===== config.mk =====
export PLATFORM = sky130hd
export DESIGN_NAME = rst_cause_flags
export DESIGN_NICKNAME = d
export VERILOG_FILES = /design/src/rtl/rcf_pkg.sv /design/src/rtl/rcf_decode.sv /design/src/rtl/rcf_arm.sv /design/src/rtl/rcf_flag_bank.sv /design/src/rtl/rst_cause_flags.sv
export SDC_FILE = /design/constraint.sdc
export NUM_CORES = 1
export LEC_CHECK = 0
export BUFFER_PORTS_ARGS = -buffer_cell sky130_fd_sc_hd__buf_2
export CAP_MARGIN = 20
export CORE_MARGIN = 1
export CORE_UTILIZATION = 37
export DETAILED_ROUTE_END_ITERATION = 12
export PLACE_DENSITY_LB_ADDON = 0.1
export SLEW_MARGIN = 10
export SYNTH_ARGS = -nofsm -noshare
export SYNTH_HDL_FRONTEND = slang
export SYNTH_SLANG_ARGS = --single-unit

===== constraint.sdc =====
create_clock -name clk -period 1.8 [get_ports clk]
set_input_delay 0.09 -clock clk [delete_from_list [all_inputs] [get_ports clk]]
set_output_delay 0.09 -clock clk [all_outputs]
set_load 0.01 [all_outputs]

===== src/rtl/rcf_pkg.sv =====
// Package: shared sizes and types for the reset cause flag register.
// Assumes: one flag per detector; the register is 8 bits wide, with the arm bit on top.
package rcf_pkg;
    localparam int unsigned NUM_SRC = 7;
    localparam int unsigned REG_W   = NUM_SRC + 1;
    localparam int unsigned ARM_BIT = REG_W - 1;

    // Positions of each detector in the flag vector.
    typedef enum int unsigned {
        SRC_WDOG   = 0,
        SRC_CLKF   = 1,
        SRC_VDET1  = 2,
        SRC_VDET2  = 3,
        SRC_TRIMR  = 4,
        SRC_TRIMBAD = 5,
        SRC_FLSTBY = 6
    } src_idx_e;

    typedef logic [NUM_SRC-1:0] src_vec_t;
    typedef logic [REG_W-1:0]   reg_t;
endpackage


===== src/rtl/rcf_decode.sv =====
// Module: rcf_decode
// Decodes register-bus writes into an arm update and a qualified keyed clear.
// Assumes: inputs are synchronous to the block clock; purely combinational.
module rcf_decode
    import rcf_pkg::*;
#(
    parameter int unsigned      ADDR_W    = 8,
    parameter logic [ADDR_W-1:0] FLAG_ADDR = 8'hC0,
    parameter logic [ADDR_W-1:0] CTRL_ADDR = 8'hC4,
    parameter logic [REG_W-1:0]  KEY       = 8'h71,
    parameter int unsigned      SEL_W     = 2,
    parameter logic [SEL_W-1:0] SEL_OK    = '0
) (
    input  logic              wr_en,
    input  logic [ADDR_W-1:0] addr,
    input  reg_t              wdata,
    input  logic [SEL_W-1:0]  clk_sel,
    input  logic              arm_q,
    output logic              arm_wr,
    output logic              arm_val,
    output logic              key_clear
);
    // Purpose: recognise a flag-register write and a fully qualified key write.
    always_comb begin
        arm_wr    = wr_en && (addr == FLAG_ADDR);
        arm_val   = wdata[ARM_BIT];
        key_clear = wr_en && (addr == CTRL_ADDR) && (wdata == KEY)
                    && (clk_sel == SEL_OK) && arm_q;
    end
endmodule


===== src/rtl/rcf_arm.sv =====
// Module: rcf_arm
// Holds the write-only arm bit of the keyed clear sequence.
// Assumes: rst_n and ext_rst_n are synchronous active-low; int_rst is active-high.
module rcf_arm (
    input  logic clk,
    input  logic rst_n,
    input  logic ext_rst_n,
    input  logic int_rst,
    input  logic arm_wr,
    input  logic arm_val,
    input  logic key_clear,
    output logic arm_q
);
    // Purpose: set or drop the arm bit; a used key or an internal reset drops it.
    always_ff @(posedge clk) begin
        if (!rst_n || !ext_rst_n) begin
            arm_q <= 1'b0;
        end else if (key_clear || int_rst) begin
            arm_q <= 1'b0;
        end else if (arm_wr) begin
            arm_q <= arm_val;
        end
    end
endmodule


===== src/rtl/rcf_flag_bank.sv =====
// Module: rcf_flag_bank
// One sticky flag per reset source. Internal resets do not reach it.
// Assumes: src_pulse bits are one-cycle pulses; set has priority over clear.
module rcf_flag_bank
    import rcf_pkg::*;
(
    input  logic     clk,
    input  logic     rst_n,
    input  logic     ext_rst_n,
    input  src_vec_t src_pulse,
    input  logic     key_clear,
    output src_vec_t flags_q
);
    for (genvar i = 0; i < NUM_SRC; i++) begin : g_flag
        // Purpose: latch source i; a keyed clear keeps any same-cycle pulse.
        always_ff @(posedge clk) begin
            if (!rst_n || !ext_rst_n) begin
                flags_q[i] <= 1'b0;
            end else if (key_clear) begin
                flags_q[i] <= src_pulse[i];
            end else begin
                flags_q[i] <= flags_q[i] | src_pulse[i];
            end
        end
    end
endmodule


===== src/rtl/rst_cause_flags.sv =====
// Module: rst_cause_flags (top)
// Reset cause flag register with a keyed, clock-gated software clear.
// Assumes: single clock domain; reads return data one cycle after the address.
module rst_cause_flags
    import rcf_pkg::*;
#(
    parameter int unsigned      ADDR_W    = 8,
    parameter logic [ADDR_W-1:0] FLAG_ADDR = 8'hC0,
    parameter logic [ADDR_W-1:0] CTRL_ADDR = 8'hC4,
    parameter logic [REG_W-1:0]  KEY       = 8'h71,
    parameter int unsigned      SEL_W     = 2,
    parameter logic [SEL_W-1:0] SEL_OK    = '0
) (
    input  logic              clk,
    input  logic              rst_n,
    input  logic              ext_rst_n,
    input  logic              int_rst,
    input  logic [6:0]        src_pulse,
    input  logic [SEL_W-1:0]  clk_sel,
    input  logic [ADDR_W-1:0] addr,
    input  logic              wr_en,
    input  logic [7:0]        wdata,
    output logic [7:0]        rdata
);
    logic     arm_q;
    logic     arm_wr;
    logic     arm_val;
    logic     key_clear;
    src_vec_t flags_q;

    rcf_decode #(
        .ADDR_W(ADDR_W), .FLAG_ADDR(FLAG_ADDR), .CTRL_ADDR(CTRL_ADDR),
        .KEY(KEY), .SEL_W(SEL_W), .SEL_OK(SEL_OK)
    ) u_decode (
        .wr_en(wr_en), .addr(addr), .wdata(wdata), .clk_sel(clk_sel),
        .arm_q(arm_q), .arm_wr(arm_wr), .arm_val(arm_val), .key_clear(key_clear)
    );

    rcf_arm u_arm (
        .clk(clk), .rst_n(rst_n), .ext_rst_n(ext_rst_n), .int_rst(int_rst),
        .arm_wr(arm_wr), .arm_val(arm_val), .key_clear(key_clear), .arm_q(arm_q)
    );

    rcf_flag_bank u_flags (
        .clk(clk), .rst_n(rst_n), .ext_rst_n(ext_rst_n),
        .src_pulse(src_pulse), .key_clear(key_clear), .flags_q(flags_q)
    );

    // Purpose: registered read port; the arm bit is write-only and reads 0.
    always_ff @(posedge clk) begin
        if (!rst_n || !ext_rst_n) begin
            rdata <= '0;
        end else if (addr == FLAG_ADDR) begin
            rdata <= {1'b0, flags_q};
        end else begin
            rdata <= '0;
        end
    end
endmodule


==> results.yml <==
route:
  routed-via-count: 546
  route.antenna.remaining_nets: 0
  drt_iter0_drc: 7
  routed_wl_um: 1120
  viasPerCell: 4.75
  first_pass_iters: 4
  drc_errors: 0
  wire_per_inst_um: 9.70
synthesis:
  ys.flop_type: "dfxtp_1"
  synth_area_leaders: "dfxtp_1 53%, and2_1 7.7%, o21ai_0 7.0%"
  ys_types: 20
  syn_avg_cell_area_um2: 9.65
  syn_inst: 59
  yosys_register_bits: 15
  ys_seq_area_frac: 0.527
  synth_edf_count: 0
  synth_most_common_cell: "dfxtp_1"
  synthDominantAreaCellType: "dfxtp_1"
  ys_warn_count: 0
  syn_area_um2: 569
  synth_top_area_frac: 0.527
  synth_async_sr_flop_share: 0
  syn-num-nets: 89
  synth_common_cells: "15 x dfxtp_1, 8 x o21ai_0, 7 x a21oi_1, 7 x and2_1, 7 x inv_1"
setup_path:
  cpPeakStageDelay_ns: 0.45
  reg2reg_to: "u_flags.flags_q[1]$_SDFF_PP0_"
  crit_required_ns: 2.02
  end_kind: "register"
  crit_chain: "buf_2 > and4bb_1 > or4b_1 > nor3_2 > and2_1"
  path_delay_family: "simple AND/OR/NAND/NOR gates"
  critical_path_arrival_ns: 1.41
  reg2reg_depth: 4
  cp.buffers_inverters: 1
  crit_type: "in2reg"
  crit_path_top_delay_cell: "or4b_1"
  cp_max_fo: 7
  start_kind: "input pin"
  timing.rr.start: "u_arm.arm_q$_SDFFE_PP0P_"
  reg2reg_slack_ns: 0.63
global_routing:
  antenna_found_initial: 0
  grt.total_usage: 0.154
  grt.busiest_layer: "met2"
  grt_pass1_vias: 454
  use_met2: 0.266
  use_met1: 0.180
  grt_max_degree: 11
  grt.overflow.total: 0
  grt_util_met3: 0.0326
  grt_pass1_wl_um: 1710
floorplan:
  start_util: 0.417
  fp.coreArea_um2: 1370
  dieArea_um2: 1700
  die_x_um: 41.2
  die_y_um: 41.2
  rows: 13
  pin_count: 38
placement:
  dp_slack_ns: 0.313
  dpl.hpwl_um: 869
  io_buffers: 36
  dpl-instance-area_um2: 768
  gp_congestion: 0.676
clock_network:
  postCtsSetupRepairBufs: 0
  ctsResizeCount: 0
  cts_made_buffers: 3
  cts-root-buf: "clkbuf_4"
  htree_levels: 1
  clk_pin_slew_ns: 0.08
  cts_sinks: 15
  clk_path_buf_depth: 2
  cts_tree: "built"
  clk_latency_ns: 0.27
timing:
  fmax_mhz: 838
  holdWs_ns: 0.0437
  setup_viol: 0
  setup_tns_ns: 0
  post-route-period-util: 0.663
  rsz0062_at_grt: "false"
  hold_viol: 0
  min_period_ns: 1.19
  fin_ws_ns: 0.607
  clock_skew_ns: 0.00111
  drv_slew: 0
power:
  power.total_mw: 0.578
  ir_drop_mv: 0.330
  p_leak_nw: 0.402
  p_per_area_nw_per_um2: 719
finish:
  area_growth_pct: 41.3
  final_cell_area_um2: 805
  nFillCells: 137
  final_nets: 131
  n_antenna_cell: 0
  multi_input_area_um2: 235
  seqCellArea_um2: 300
  drive_gt1_frac: 0.430
min_path:
  hp-class: "in2reg"
  hold_depth: 3
  worstHoldStart: "src_pulse[4]"
  hold_path_end: "u_flags.flags_q[4]$_SDFF_PP0_"
outcome:
  status: "finished, final reports clean"
run:
  maxCapViolations: 0
[repair_timing]
action	in CTS	in global routing
endpoints found under the setup margin	0	0
hold buffers	1	0
endpoints found under the hold margin	1	0
[stage by stage]
stage	util	std cells
after floorplan	-	59
after detailed placement	0.562	110
final	0.589	115
after global routing	0.589	115
after CTS	0.589	115
after global placement	0.562	110
[flip-flops by register name, summed over array words and instances (netlist names)]
signal,count
u_arm.arm_q,1
u_flags.flags_q,7
rdata,7
[worst max-delay path by stage]
stage,startpoint,to,slack (ns),cells past startpoint
floorplan,addr[4],u_arm.arm_q$_SDFFE_PP0P_,0.55,4
global placement,addr[4],rdata[4]$_SDFF_PP0_,0.33,5
detailed placement,addr[4],rdata[2]$_SDFF_PP0_,0.31,5
CTS,addr[4],rdata[2]$_SDFF_PP0_,0.60,5
global route,addr[4],rdata[3]$_SDFF_PP0_,0.50,5
finish,addr[4],rdata[2]$_SDFF_PP0_,0.61,5
[worst reg2reg max path, stage by stage, from the launching register on]
cell and delay, ns:
dfxtp_1 0.34, and4b_1 0.19, nand3_1 0.21, o21ai_0 0.24, a21oi_1 0.09
[power by group]
| part | switching (mW) | internal (mW) |
|---|---|---|
| Combinational | 0.0218 | 0.0328 |
| Clock | 0.0964 | 0.0857 |
| Sequential | 0.00264 | 0.339 |
| Total | 0.121 | 0.458 |
[cell type report]
class | count | share of cell area
multi-input combinational | 36 | 0.292
clock buffer | 4 | 0.0327
tap | 15 | 0.0233
timing repair buffer | 38 | 0.246
inverter | 7 | 0.0327
sequential | 15 | 0.373
[per-layer routing]
layer	wire [µm]	up-vias	share of wire
met1	464	236	0.42
met3	75	2	0.067
met2	563	23	0.50
met4	12	0	0.011
li1	-	285	-
met5	0	-	0
[placed cells by master, fill, tap and decap left out, types with 3 or more instances in the layout]
cell type  netlist  final
buf_2            0     36
dfxtp_1         15     15
o21ai_0          8      8
inv_1            7      7
a21oi_1          7      7
and2_1           7      7
clkbuf_4         0      3
[kinds of logic after synthesis]
| family | synth area share |
|---|---|
| AO/OA/AOI/OAI | 0.158 |
| buffers and inverters | 0.0594 |
| flip-flops | 0.527 |
| other | 0.00659 |
| AND/OR/NAND/NOR | 0.248 |
Note: power is estimated with default switching activity, not from simulation.
